[src/rtl/gpio_bank_pkg.sv]
package gpio_bank_pkg;
    localparam int REG_W     = 16;
    localparam int IDX_W     = 7;
    localparam int ID_W      = 2;
    localparam int ID_MSB    = 15;
    localparam int ID_LSB    = 14;
    localparam int PD_BIT    = 8;
    localparam int READY_BIT = 0;

    localparam logic [IDX_W-1:0] IDX_MODEM_ID  = 7'h3C;
    localparam logic [IDX_W-1:0] IDX_MODEM_CTL = 7'h3E;
    localparam logic [IDX_W-1:0] IDX_PIN_CFG   = 7'h4C;

    typedef enum logic [1:0] {
        SEL_NONE,
        SEL_ID,
        SEL_CTL,
        SEL_CFG
    } reg_sel_e;
endpackage

[src/rtl/gpio_id_latch.sv]
module gpio_id_latch #(
    parameter int ID_W = 2
) (
    input  logic            clk,
    input  logic            rst_n,
    input  logic [ID_W-1:0] id_pins_i,
    output logic [ID_W-1:0] id_o
);
    typedef struct packed {
        logic            armed;
        logic [ID_W-1:0] id;
    } id_state_t;

    id_state_t st_d, st_q;

    always_comb begin
        st_d = st_q;
        if (st_q.armed) begin
            st_d.id    = id_pins_i;
            st_d.armed = 1'b0;
        end
    end

    always_ff @(posedge clk) begin
        if (!rst_n) begin
            st_q <= '{armed: 1'b1, id: '0};
        end else begin
            st_q <= st_d;
        end
    end

    assign id_o = st_q.id;

    // once captured, the ID never moves until the next reset
    p_id_held_r2: assert property (@(posedge clk) disable iff (!rst_n)
        !st_q.armed |=> $stable(st_q.id));
endmodule

[src/rtl/gpio_pwr_ctrl.sv]
module gpio_pwr_ctrl #(
    parameter int READY_DELAY = 4
) (
    input  logic clk,
    input  logic rst_n,
    input  logic modem_rst_i,
    input  logic wr_en_i,
    input  logic pd_wdata_i,
    output logic pd_o,
    output logic ready_o
);
    localparam int CNT_W = $clog2(READY_DELAY + 1);
    localparam logic [CNT_W-1:0] CNT_MAX = CNT_W'(READY_DELAY);

    typedef struct packed {
        logic             pd;
        logic [CNT_W-1:0] cnt;
    } pwr_state_t;

    pwr_state_t st_d, st_q;

    always_comb begin
        st_d = st_q;
        if (modem_rst_i) begin
            st_d.pd = 1'b1;
        end else if (wr_en_i) begin
            st_d.pd = pd_wdata_i;
        end
        if (st_q.pd) begin
            st_d.cnt = '0;
        end else if (st_q.cnt != CNT_MAX) begin
            st_d.cnt = st_q.cnt + 1'b1;
        end
    end

    always_ff @(posedge clk) begin
        if (!rst_n) begin
            st_q <= '{pd: 1'b1, cnt: '0};
        end else begin
            st_q <= st_d;
        end
    end

    assign pd_o    = st_q.pd;
    assign ready_o = !st_q.pd && (st_q.cnt == CNT_MAX);

    // ready only follows a cycle in which power-down was already clear
    p_ready_after_clear_r8: assert property (@(posedge clk) disable iff (!rst_n)
        ready_o |-> $past(!st_q.pd));
    // ready rises only when the settle counter completes
    p_ready_edge_r8: assert property (@(posedge clk) disable iff (!rst_n)
        $rose(ready_o) |-> ($past(st_q.cnt) == CNT_W'(READY_DELAY - 1)));
    // modem reset forces power-down
    p_modem_rst_pd_r3: assert property (@(posedge clk) disable iff (!rst_n)
        modem_rst_i |=> (pd_o && !ready_o));
endmodule

[src/rtl/gpio_dir_reg.sv]
module gpio_dir_reg #(
    parameter int NUM_GPIO = 5
) (
    input  logic                clk,
    input  logic                rst_n,
    input  logic                modem_rst_i,
    input  logic                wr_en_i,
    input  logic [NUM_GPIO-1:0] wdata_i,
    input  logic [NUM_GPIO-1:0] lock_mask_i,
    output logic [NUM_GPIO-1:0] cfg_raw_o,
    output logic [NUM_GPIO-1:0] cfg_vis_o
);
    localparam logic [NUM_GPIO-1:0] CFG_RST = '1;

    typedef struct packed {
        logic [NUM_GPIO-1:0] cfg;
    } dir_state_t;

    dir_state_t st_d, st_q;

    always_comb begin
        st_d = st_q;
        if (modem_rst_i) begin
            st_d.cfg = CFG_RST;
        end else if (wr_en_i) begin
            st_d.cfg = (wdata_i & ~lock_mask_i) | (st_q.cfg & lock_mask_i);
        end
    end

    always_ff @(posedge clk) begin
        if (!rst_n) begin
            st_q <= '{cfg: CFG_RST};
        end else begin
            st_q <= st_d;
        end
    end

    assign cfg_raw_o = st_q.cfg;
    assign cfg_vis_o = st_q.cfg & ~lock_mask_i;

    // claimed bits keep their stored value across a write
    p_locked_hold_r5: assert property (@(posedge clk) disable iff (!rst_n)
        (wr_en_i && !modem_rst_i) |=>
        ((st_q.cfg & $past(lock_mask_i)) == ($past(st_q.cfg) & $past(lock_mask_i))));
    // modem reset returns every pin to input
    p_cfg_rst_r3: assert property (@(posedge clk) disable iff (!rst_n)
        modem_rst_i |=> (st_q.cfg == CFG_RST));
endmodule

[src/rtl/codec_gpio_bank.sv]
module codec_gpio_bank
    import gpio_bank_pkg::*;
#(
    parameter int                    NUM_GPIO      = 5,
    parameter int                    READY_DELAY   = 4,
    parameter logic [NUM_GPIO-1:0]   LO_SHARE_MASK = 5'b00011,
    parameter logic [NUM_GPIO-1:0]   HI_SHARE_MASK = 5'b10000
) (
    input  logic                clk,
    input  logic                rst_n,
    input  logic                acc_en_i,
    input  logic                acc_wr_i,
    input  logic [IDX_W-1:0]    acc_idx_i,
    input  logic [REG_W-1:0]    acc_wdata_i,
    output logic [REG_W-1:0]    rd_data_o,
    output logic                rd_valid_o,
    input  logic [ID_W-1:0]     id_pins_i,
    input  logic                port_share_lo_i,
    input  logic                port_share_hi_i,
    input  logic                link_active_i,
    output logic [NUM_GPIO-1:0] gpio_is_input_o,
    output logic [NUM_GPIO-1:0] gpio_drive_en_o,
    output logic                slot_valid_o
);
    typedef struct packed {
        logic [REG_W-1:0] rdata;
        logic             rvalid;
    } port_state_t;

    port_state_t st_d, st_q;

    reg_sel_e            sel;
    logic                modem_rst;
    logic                ctl_wr;
    logic                cfg_wr;
    logic [NUM_GPIO-1:0] lock_mask;
    logic [NUM_GPIO-1:0] cfg_raw;
    logic [NUM_GPIO-1:0] cfg_vis;
    logic [ID_W-1:0]     codec_id;
    logic                pd;
    logic                ready;

    always_comb begin
        sel = SEL_NONE;
        if (acc_en_i) begin
            unique case (acc_idx_i)
                IDX_MODEM_ID:  sel = SEL_ID;
                IDX_MODEM_CTL: sel = SEL_CTL;
                IDX_PIN_CFG:   sel = SEL_CFG;
                default:       sel = SEL_NONE;
            endcase
        end
    end

    assign modem_rst = acc_wr_i && (sel == SEL_ID);
    assign ctl_wr    = acc_wr_i && (sel == SEL_CTL);
    assign cfg_wr    = acc_wr_i && (sel == SEL_CFG);
    assign lock_mask = ({NUM_GPIO{port_share_lo_i}} & LO_SHARE_MASK)
                     | ({NUM_GPIO{port_share_hi_i}} & HI_SHARE_MASK);

    gpio_id_latch #(
        .ID_W(ID_W)
    ) id_latch_i (
        .clk       (clk),
        .rst_n     (rst_n),
        .id_pins_i (id_pins_i),
        .id_o      (codec_id)
    );

    gpio_pwr_ctrl #(
        .READY_DELAY(READY_DELAY)
    ) pwr_ctrl_i (
        .clk         (clk),
        .rst_n       (rst_n),
        .modem_rst_i (modem_rst),
        .wr_en_i     (ctl_wr),
        .pd_wdata_i  (acc_wdata_i[PD_BIT]),
        .pd_o        (pd),
        .ready_o     (ready)
    );

    gpio_dir_reg #(
        .NUM_GPIO(NUM_GPIO)
    ) dir_reg_i (
        .clk         (clk),
        .rst_n       (rst_n),
        .modem_rst_i (modem_rst),
        .wr_en_i     (cfg_wr),
        .wdata_i     (acc_wdata_i[NUM_GPIO-1:0]),
        .lock_mask_i (lock_mask),
        .cfg_raw_o   (cfg_raw),
        .cfg_vis_o   (cfg_vis)
    );

    always_comb begin
        st_d        = st_q;
        st_d.rvalid = acc_en_i && !acc_wr_i;
        if (acc_en_i && !acc_wr_i) begin
            st_d.rdata = '0;
            unique case (sel)
                SEL_ID:  st_d.rdata[ID_MSB:ID_LSB]   = codec_id;
                SEL_CTL: begin
                    st_d.rdata[PD_BIT]    = pd;
                    st_d.rdata[READY_BIT] = ready;
                end
                SEL_CFG: st_d.rdata[NUM_GPIO-1:0] = cfg_vis;
                default: st_d.rdata = '0;
            endcase
        end
    end

    always_ff @(posedge clk) begin
        if (!rst_n) begin
            st_q <= '{rdata: '0, rvalid: 1'b0};
        end else begin
            st_q <= st_d;
        end
    end

    assign rd_data_o       = st_q.rdata;
    assign rd_valid_o      = st_q.rvalid;
    assign gpio_is_input_o = cfg_vis;
    assign slot_valid_o    = ready && link_active_i;

    for (genvar g = 0; g < NUM_GPIO; g++) begin : g_pin
        assign gpio_drive_en_o[g] = !cfg_raw[g] && !lock_mask[g] && !pd;
    end

    // power-down silences every pad
    p_pd_no_drive_r7: assert property (@(posedge clk) disable iff (!rst_n)
        pd |-> (gpio_drive_en_o == '0));
    // pins claimed by the low sharing mode are never driven
    p_lo_share_r5: assert property (@(posedge clk) disable iff (!rst_n)
        port_share_lo_i |-> ((gpio_drive_en_o & LO_SHARE_MASK) == '0));
    // pin claimed by the high sharing mode is never driven
    p_hi_share_r6: assert property (@(posedge clk) disable iff (!rst_n)
        port_share_hi_i |-> ((gpio_drive_en_o & HI_SHARE_MASK) == '0));
    // a read request is answered on the next cycle
    p_rd_latency_r10: assert property (@(posedge clk) disable iff (!rst_n)
        (acc_en_i && !acc_wr_i) |=> rd_valid_o);
    // unimplemented indices read zero
    p_unimpl_zero_r10: assert property (@(posedge clk) disable iff (!rst_n)
        (acc_en_i && !acc_wr_i && acc_idx_i != IDX_MODEM_ID && acc_idx_i != IDX_MODEM_CTL
         && acc_idx_i != IDX_PIN_CFG) |=> (rd_data_o == '0));
    // slot flag needs an active link
    p_slot_link_r9: assert property (@(posedge clk) disable iff (!rst_n)
        !link_active_i |-> !slot_valid_o);
endmodule

[config.mk]
export PLATFORM = sky130hd
export DESIGN_NAME = codec_gpio_bank
export DESIGN_NICKNAME = d
export VERILOG_FILES = /design/src/rtl/gpio_bank_pkg.sv /design/src/rtl/gpio_id_latch.sv /design/src/rtl/gpio_pwr_ctrl.sv /design/src/rtl/gpio_dir_reg.sv /design/src/rtl/codec_gpio_bank.sv
export SDC_FILE = /design/constraint.sdc
export NUM_CORES = 1
export LEC_CHECK = 0
export BUFFER_PORTS_ARGS = -buffer_cell sky130_fd_sc_hd__buf_2
export CAP_MARGIN = 0
export CORE_UTILIZATION = 30
export DETAILED_ROUTE_END_ITERATION = 7
export GPL_TIMING_DRIVEN = 0
export SKIP_CTS_REPAIR_TIMING = 1
export SLEW_MARGIN = 20
export SYNTH_ARGS = -nofsm -noshare
export SYNTH_HDL_FRONTEND = slang
export SYNTH_SLANG_ARGS = --single-unit
[constraint.sdc]
create_clock -name clk -period 2.2 [get_ports clk]
set_input_delay 0.22 -clock clk [delete_from_list [all_inputs] [get_ports clk]]
set_output_delay 0.22 -clock clk [all_outputs]
set_load 0.01 [all_outputs]
# Yosys cells after proc, flatten, opt, wreduce, memory -nomap -nowiden
# Index checks and enable logic that the tools add are counted.
# Widths: inputs -> output; s select.
[totals] output_inout_bits=28 elab_cells=59 register_bits=21 input_bits=32
[op_classes] reduce_logical=30 bitwise=7 addsub=1 n_mux=6 eq_ne=8
[op_table] operator="$logic_and 1x1->1" count=16
[op_table] operator="$and 5x5->5" count=3
[op_table] operator="$eq 7x6->1 const B" count=2
[op_table] operator="$logic_not 1->1" count=12
[op_table] operator="$eq 7x7->1 const B" count=1
[op_table] operator="$pmux 2 s3" count=1
[op_table] operator="$not 5->5" count=1
[op_table] operator="$or 2x5->5" count=1
[op_table] operator="$or 5x5->5" count=1
[op_table] operator="$eq 2x2->1 const B" count=2
[op_table] operator="$mux 2" count=2
[op_table] operator="$mux 4" count=1
[op_table] operator="$reduce_or 2->1" count=2
[op_table] operator="$add 3x1->3 const B" count=1
[op_table] operator="$eq 3x3->1 const B" count=1
[op_table] operator="$ne 3x3->1 const B" count=1
[op_table] operator="$eq 2x1->1 const B" count=1
[op_table] operator="$pmux 1 s2" count=1
[op_table] operator="$mux 1" count=1
[op_table] operator="$not 1->1" count=1

# Longest topological paths before layout
# Gate-level depths: netlist of run 1.
[depth] depth_word=6 mapped_depth=5 mapped_depth_nobuf=5

# Modules after synthesis
# Synthesis of run 1 repeated with hierarchy kept, for this count alone.
[unflattened] hier_cells=125 area_unflattened_um2=1164.9
[by_module_without_submodules] module="codec_gpio_bank" area_per_inst_um2=528.0 n_inst=1 seq_area_each_um2=180.2 cells_each=61
[by_module_without_submodules] module="gpio_dir_reg" area_per_inst_um2=326.6 n_inst=1 seq_area_each_um2=100.1 cells_each=32
[by_module_without_submodules] module="gpio_pwr_ctrl" area_per_inst_um2=203.9 n_inst=1 seq_area_each_um2=80.1 cells_each=22
[by_module_without_submodules] module="gpio_id_latch" area_per_inst_um2=106.4 n_inst=1 seq_area_each_um2=60.1 cells_each=10

# Worst setup path before layout of run 1
# Ideal clock, no wire load.
[synth_timing] path_kind="input to register" start="input acc_idx_i[5]" end="register (tool-made name)" n_path_buf=0 cell_stages=3 slack_ps=970 arrival_time_ps=1084 setup_time_ps=146 t_required_ps=2054 cell_sequence="or4b_4 -> o41ai_2 -> o311ai_1"
[synth_rtl] element="start: declaration" line="codec_gpio_bank.sv:13" source="input logic [IDX_W-1:0] acc_idx_i,"

# Worst setup path after layout of run 1
[layout_timing] start="register pwr_ctrl_i.st_q[0] (netlist name)" end="output slot_valid_o"
[layout_via] elab_chain_len=3
[layout_rtl] element="start: declaration" line="gpio_pwr_ctrl.sv:20" source="pwr_state_t st_d, st_q;"
[layout_rtl] element="start signal: assignment" line="gpio_pwr_ctrl.sv:38" source="st_q <= '{pd: 1'b1, cnt: '0};"
[layout_rtl] element="start signal: assignment" line="gpio_pwr_ctrl.sv:40" source="st_q <= st_d;"
[layout_rtl] element="$eq 3x3->1" line="gpio_pwr_ctrl.sv:45" source="assign ready_o = !st_q.pd && (st_q.cnt == CNT_MAX);"
[layout_rtl] element="$logic_and 1x1->1" line="gpio_pwr_ctrl.sv:45"
[layout_rtl] element="$logic_and 1x1->1" line="codec_gpio_bank.sv:123" source="assign slot_valid_o = ready && link_active_i;"
[layout_rtl] element="end: declaration" line="codec_gpio_bank.sv:23" source="output logic slot_valid_o"
# No other way between the ends.

==> reports/qor.yml, run 1 <==
netlist_instances: 126
timing.hold.worst.start: "id_pins_i[0]"
yosys_cell_types: 30
tightestPinTransition_ps: 563
route.detailed.drc: 0
floorplan.io_pins: 60
grt_pass1_wl_um: 3970
timing.hold.ws_ps: 146
share_of_synthesized_cell_area_in_full_adder_half_adder_and_majority_cells: 0.0235
clock-sinks: 21
cts.htree.levels: 1
timing.final.hold_violations: 0
routabilityCongestion: 0.753
cpLargestDelayFamily: "flip-flops"
finalWirelength_um: 2570
synth-compound-area-share: 0.128
power_leakage_nw: 0.621
worst_path_max_delay_cell: "sky130_fd_sc_hd__dfxtp_1"
cp.required_ps: 1980
drt-vias-per-instance: 4.73
ff_to_ff_path_depth: 5
power.total_w: 0.000658
synthesis.area_per_instance_um2: 8.46
grt-ovfl-total: 0
grt_util_met3: 0.0336
worst_setup_end_kind: "output port"
dr.first_iter.drc_count: 27
diodes: 0
synth.top_cells.by_area: "sky130_fd_sc_hd__dfxtp_1, sky130_fd_sc_hd__buf_4, sky130_fd_sc_hd__nand4_1, sky130_fd_sc_hd__nand2_1, sky130_fd_sc_hd__a21oi_1"
final_util: 0.411
final-max-slew-violation-count: 0
critical_path.n_buffers_inverters: 2
finalSetupViolCount: 0
initial_util: 0.317
die_w_um: 61.6
num_cts_buffers: 3
die_area_mm2: 0.00380
postLayoutCellArea_mm2: 0.00138
io_buffers: 41
synth.area.mux_share: 0.0188
mappedNetlistArea_mm2: 0.00107
tns_ps: 0
gr-max-usage-layer: "met2"
post-synth-top-area-cell: "sky130_fd_sc_hd__dfxtp_1"
cts_root_buf: "sky130_fd_sc_hd__clkbuf_4"
maxSlewHeadroom: 0.623
rr_endpoint: "rd_data_o[0]$_SDFFE_PN0P_"
antenna_found_initial: 0
drt-wirelength-per-cell_um: 11.5
fin_skew_ps: 1.85
worst-endpoint-arrival_ps: 1400
ys_warn_count: 0
timing.critical_path.from_type: "flip-flop"
drt.antenna.violating_nets: 0
maxClockFrequency_mhz: 616
die_height_um: 61.6
regToRegSetupSlack_ps: 1030
hold_endpoint: "id_latch_i.id_o[0]$_SDFFE_PN0P_"
largest_stage_delay_on_the_critical_path_ps: 350
synth_simple_gate_area_share: 0.305
status: "completed"
core_area_mm2: 0.00336
p_per_area_mw_per_mm2: 477
rsz0062_at_grt: "no"
core.rowCount: 21
timing.setup.critical_path_class: "reg -> out"
pin_count_of_the_biggest_net_entering_global_routing: 12
timing.critical_path.fanout_max: 4
cts_tree: "done"
post-route-period-util: 0.737
num_vias: 1060
synth_seq_area_share: 0.394
final_nets: 213
r2r_start: "pwr_ctrl_i.st_q[0]$_SDFFE_PP0P_"
post-dp-hpwl_um: 2120
crit_path_cell_trace: "inv_1 -> ha_1 -> nand2_1 -> nor3b_1 -> buf_2"
drt-pass1-iter-count: 4
worst_skew_pair.late_latency_ps: 300
ir_drop_uv: 268
grt_pass1_vias: 922
number_of_synthesized_register_bits: 21
gr-usage-met1: 0.177
groute.layer.met2.usage: 0.238
synthDominantCellAreaShare: 0.394
hold_depth: 3
hold_path_class: "in -> reg"
ctsLongestPathBuffers: 2
clk_pin_slew_worst_paths_ps: 110
largest_family_of_logic_cells_by_synthesized_area: "simple AND/OR/NAND/NOR gates"
drv.max_cap_violation_count: 0
final_layout_size_suffix_gt1_frac: 0.337
fin_crit_ps: 1620
area_delta_synth_final_pct: 29.6
num-fill-cells: 385
grt_util_all_layers: 0.140
synth_xor_xnor_area_share: 0.00822
detailed_place.area_mm2: 0.00136
-- per-layer routing --
layer	share of wire	routed length (um)
met2	0.49	1260
met4	0.014	36
met3	0.060	153
met1	0.44	1120
met5	0	0
-- metrics by stage --
stage          std cells  setup slack (ps)
6_report             224               578
2_1_floorplan        133               970
3_5_place_dp         220               705
5_1_grt              224               530
3_3_place_gp         220               761
4_1_cts              224               561
-- logic make-up after synthesis --
logic type / count (synthesis)
xor+xnor: 1
compound gates: 22
flops: 21
buf+inv: 23
mux: 2
other cells: 1
simple gates: 54
fa+ha+maj: 2
-- worst reg2reg max path: stages, from the launching register on --
cell and delay [ps]:
sky130_fd_sc_hd__dfxtp_1 390, sky130_fd_sc_hd__inv_1 60, sky130_fd_sc_hd__ha_1 220, sky130_fd_sc_hd__nand2_1 160, sky130_fd_sc_hd__nand4b_1 130, sky130_fd_sc_hd__a31oi_1 80
-- cell usage in the layout, fill, tap and decap left out, types with 2 or more instances in the layout --
cell                       instances
sky130_fd_sc_hd__nand2b_1          2
sky130_fd_sc_hd__a31oi_1           6
sky130_fd_sc_hd__ha_1              2
sky130_fd_sc_hd__nor2b_1           5
sky130_fd_sc_hd__nor4_1            4
sky130_fd_sc_hd__inv_1             6
sky130_fd_sc_hd__clkbuf_4          3
sky130_fd_sc_hd__a21oi_1           8
sky130_fd_sc_hd__nor2_1            8
sky130_fd_sc_hd__clkbuf_1          6
sky130_fd_sc_hd__nand3_1           4
sky130_fd_sc_hd__nand4_1           8
sky130_fd_sc_hd__o21ai_1           4
sky130_fd_sc_hd__mux2i_1           2
sky130_fd_sc_hd__nor3_1            4
sky130_fd_sc_hd__conb_1            8
sky130_fd_sc_hd__buf_2            43
sky130_fd_sc_hd__buf_4            10
sky130_fd_sc_hd__and4b_1           2
sky130_fd_sc_hd__nand4b_1          2
sky130_fd_sc_hd__nand2_1          11
sky130_fd_sc_hd__dfxtp_1          21
-- cell type report --
| cell class | instances | area [um^2] | area share |
|---|---|---|---|
| clock buffers | 4 | 26.3 | 0.0190 |
| repair buffers | 41 | 205 | 0.149 |
| flip-flops and latches | 21 | 420 | 0.304 |
| multi-input cells | 89 | 546 | 0.395 |
| well taps | 46 | 57.6 | 0.0417 |
| plain buffers | 17 | 104 | 0.0752 |
| inverters | 6 | 22.5 | 0.0163 |
-- worst max-delay path by stage --
stage / to / slack (ps) / depth (start not counted) / startpoint
finish: slot_valid_o / 580 / 5 / pwr_ctrl_i.st_q[0]$_SDFFE_PP0P_
global route: slot_valid_o / 530 / 5 / pwr_ctrl_i.st_q[0]$_SDFFE_PP0P_
CTS: slot_valid_o / 560 / 5 / pwr_ctrl_i.st_q[0]$_SDFFE_PP0P_
detailed placement: flip-flop / 700 / 5 / acc_idx_i[3]
global placement: flip-flop / 760 / 5 / acc_idx_i[3]
floorplan: flip-flop / 970 / 3 / acc_idx_i[5]
-- synth_stat cells --
master,instances
sky130_fd_sc_hd__dfxtp_1,21
sky130_fd_sc_hd__nand2_1,11
sky130_fd_sc_hd__buf_4,10
sky130_fd_sc_hd__a21oi_1,8
sky130_fd_sc_hd__nand4_1,8
sky130_fd_sc_hd__nor2_1,8
sky130_fd_sc_hd__a31oi_1,6
sky130_fd_sc_hd__inv_1,6
sky130_fd_sc_hd__clkbuf_1,5
sky130_fd_sc_hd__nor2b_1,5
sky130_fd_sc_hd__nand3_1,4
sky130_fd_sc_hd__nor3_1,4
sky130_fd_sc_hd__nor4_1,4
sky130_fd_sc_hd__o21ai_1,4
sky130_fd_sc_hd__and4b_1,2
sky130_fd_sc_hd__buf_2,2
sky130_fd_sc_hd__ha_1,2
sky130_fd_sc_hd__mux2i_1,2
sky130_fd_sc_hd__nand2b_1,2
sky130_fd_sc_hd__nand4b_1,2
sky130_fd_sc_hd__a31o_2,1
sky130_fd_sc_hd__and4bb_1,1
sky130_fd_sc_hd__conb_1,1
sky130_fd_sc_hd__nor3b_1,1
sky130_fd_sc_hd__nor4b_4,1
sky130_fd_sc_hd__o21ai_0,1
sky130_fd_sc_hd__o311ai_1,1
sky130_fd_sc_hd__o41ai_2,1
sky130_fd_sc_hd__or4b_4,1
sky130_fd_sc_hd__xnor2_1,1
-- power breakdown --
part	total, W	leakage (nW)	switching (W)	internal [W]
logic	0.0000888	0.435	0.0000492	0.0000396
registers	0.000388	0.170	0.00000280	0.000385
clock network	0.000182	0.0150	0.000111	0.0000709
total	0.000658	0.621	0.000163	0.000496
Note: power is estimated with default switching activity, not from simulation.
==> run 2: changes to the inputs <==
==> constraint.sdc (replaced) <==
create_clock -name clk -period 1.3 [get_ports clk]
set_input_delay 0.13 -clock clk [delete_from_list [all_inputs] [get_ports clk]]
set_output_delay 0.13 -clock clk [all_outputs]
set_load 0.01 [all_outputs]
==> reports/qor.yml, run 2 (same netlist as run 1, synthesis figures left out) <==
timing.critical_path.from_type: "flip-flop"
cpLargestDelayFamily: "flip-flops"
worst-endpoint-arrival_ps: 1220
status: "complete, but fails checks"
groute.layer.met2.usage: 0.238
final_nets: 215
crit_path_cell_trace: "inv_2 -> ha_4 -> nand2_4 -> nor3b_2 -> buf_2"
num-fill-cells: 380
regToRegSetupSlack_ps: 160
cts.htree.levels: 1
ctsLongestPathBuffers: 2
dpl_worst_slack_ps: -105
grt_util_all_layers: 0.140
die_w_um: 61.6
num_cts_buffers: 3
drt.antenna.violating_nets: 0
post-dp-hpwl_um: 2120
grt_pass1_wl_um: 3970
diodes: 0
pin_count_of_the_biggest_net_entering_global_routing: 12
power.total_w: 0.00112
clk_pin_slew_worst_paths_ps: 110
r2r_start: "pwr_ctrl_i.st_q[1]$_SDFFE_PP0P_"
core_area_mm2: 0.00336
ir_drop_uv: 459
cp.required_ps: 1170
die_height_um: 61.6
grt-ovfl-total: 0
hold_path_class: "in -> reg"
worst_setup_end_kind: "output port"
maxSlewHeadroom: 0.614
seq_power_share: 0.588
die_area_mm2: 0.00380
io_buffers: 41
finalWirelength_um: 2660
worst_skew_pair.late_latency_ps: 310
routabilityCongestion: 0.753
fin_skew_ps: 2.16
finalSetupViolCount: 1
worst_slack_ps: -54.3
dr.first_iter.drc_count: 28
final-max-slew-violation-count: 0
ff_to_ff_path_depth: 6
postLayoutCellArea_mm2: 0.00143
antenna_found_initial: 0
maxClockFrequency_mhz: 738
worst_path_max_delay_cell: "sky130_fd_sc_hd__dfxtp_2"
detailed_place.area_mm2: 0.00136
drt-pass1-iter-count: 4
most_frequent_standard_cell_in_the_layout_excluding_fill_and_tap_cells: "sky130_fd_sc_hd__buf_2"
clockPowerShare: 0.277
hold_depth: 3
clock-sinks: 21
timing.setup.critical_path_class: "reg -> out"
rsz0062_at_grt: "yes"
num_vias: 1065
layout.cells.most_common_list: "sky130_fd_sc_hd__buf_2, sky130_fd_sc_hd__dfxtp_1, sky130_fd_sc_hd__buf_4"
power.share.switching: 0.249
share_of_power_burned_in_combinational_logic: 0.135
p_per_area_mw_per_mm2: 782
violations_in_the_final_reports: "setup timing"
gr-usage-met1: 0.177
net_sw_power_w: 0.000278
hold_endpoint: "id_latch_i.id_o[0]$_SDFFE_PN0P_"
power_leakage_nw: 0.638
cts_root_buf: "sky130_fd_sc_hd__clkbuf_4"
post-route-period-util: 1.04
timing.hold.worst.start: "id_pins_i[0]"
timing.final.hold_violations: 0
initial_util: 0.317
internal_power_consumption_w: 0.000839
largest_stage_delay_on_the_critical_path_ps: 350
cts_tree: "done"
drt-vias-per-instance: 4.71
final_layout_size_suffix_gt1_frac: 0.394
timing.critical_path.fanout_max: 3
grt_util_met3: 0.0336
route.detailed.drc: 0
critical_path.n_buffers_inverters: 2
area_delta_synth_final_pct: 34.0
gr-max-usage-layer: "met2"
floorplan.io_pins: 60
drv.max_cap_violation_count: 0
drt-wirelength-per-cell_um: 11.8
grt_pass1_vias: 922
fin_crit_ps: 1350
tightestPinTransition_ps: 577
core.rowCount: 21
timing.hold.ws_ps: 54.2
rr_endpoint: "rd_data_o[0]$_SDFFE_PN0P_"
-- run 2: stage by stage --
stage,utilization,TNS [ps],cells
after floorplan,-,0,133
after global placement,0.403,-87.7,220
after detailed placement,0.403,-251,220
after CTS,0.411,-403,224
after global routing,0.425,-89.6,226
final,0.425,-54.3,226
-- run 2: per-layer routing --
| metal | vias up | share of wire |
|---|---|---|
| met4 | 0 | 0.014 |
| met2 | 36 | 0.50 |
| li1 | 545 | - |
| met3 | 4 | 0.063 |
| met5 | - | 0 |
| met1 | 480 | 0.42 |
-- run 2: final cells by class --
class                           count  area (um^2)  area share
Sequential cell                    21          424       0.297
Timing Repair Buffer               44          228       0.159
Multi-Input combinational cell     89          571       0.399
Tap cell                           46         57.6      0.0403
Inverter                            6         22.5      0.0158
Buffer                             16          100      0.0701
Clock buffer                        4         26.3      0.0184
-- run 2: worst register-to-register path, cell delays in order, from the launching register on --
cell and delay [ps]:
sky130_fd_sc_hd__dfxtp_2 350, sky130_fd_sc_hd__inv_2 70, sky130_fd_sc_hd__ha_4 150, sky130_fd_sc_hd__nand2_4 60
sky130_fd_sc_hd__buf_4 140, sky130_fd_sc_hd__nand4b_1 150, sky130_fd_sc_hd__a31oi_1 160
-- run 2: worst max path at each step --
stage,from,end,slack [ps],cells after the start
floorplan,acc_idx_i[5],flip-flop,160,3
global placement,acc_idx_i[3],flip-flop,-50,5
detailed placement,acc_idx_i[3],flip-flop,-110,5
CTS,pwr_ctrl_i.st_q[0]$_SDFFE_PP0P_,slot_valid_o,-250,5
global route,pwr_ctrl_i.st_q[1]$_SDFFE_PP0P_,slot_valid_o,-90,5
finish,pwr_ctrl_i.st_q[1]$_SDFFE_PP0P_,slot_valid_o,-50,5
-- run 2: power groups by stage --
stage	combinational [W]	sequential, W	clock, W
finish	0.000151	0.000657	0.000310
global route	0.000168	0.000658	0.000338
CTS	0.000150	0.000657	0.000313
detailed placement	0.000150	0.000671	0
global placement	0.000148	0.000671	0
floorplan	0.0000838	0.000672	0
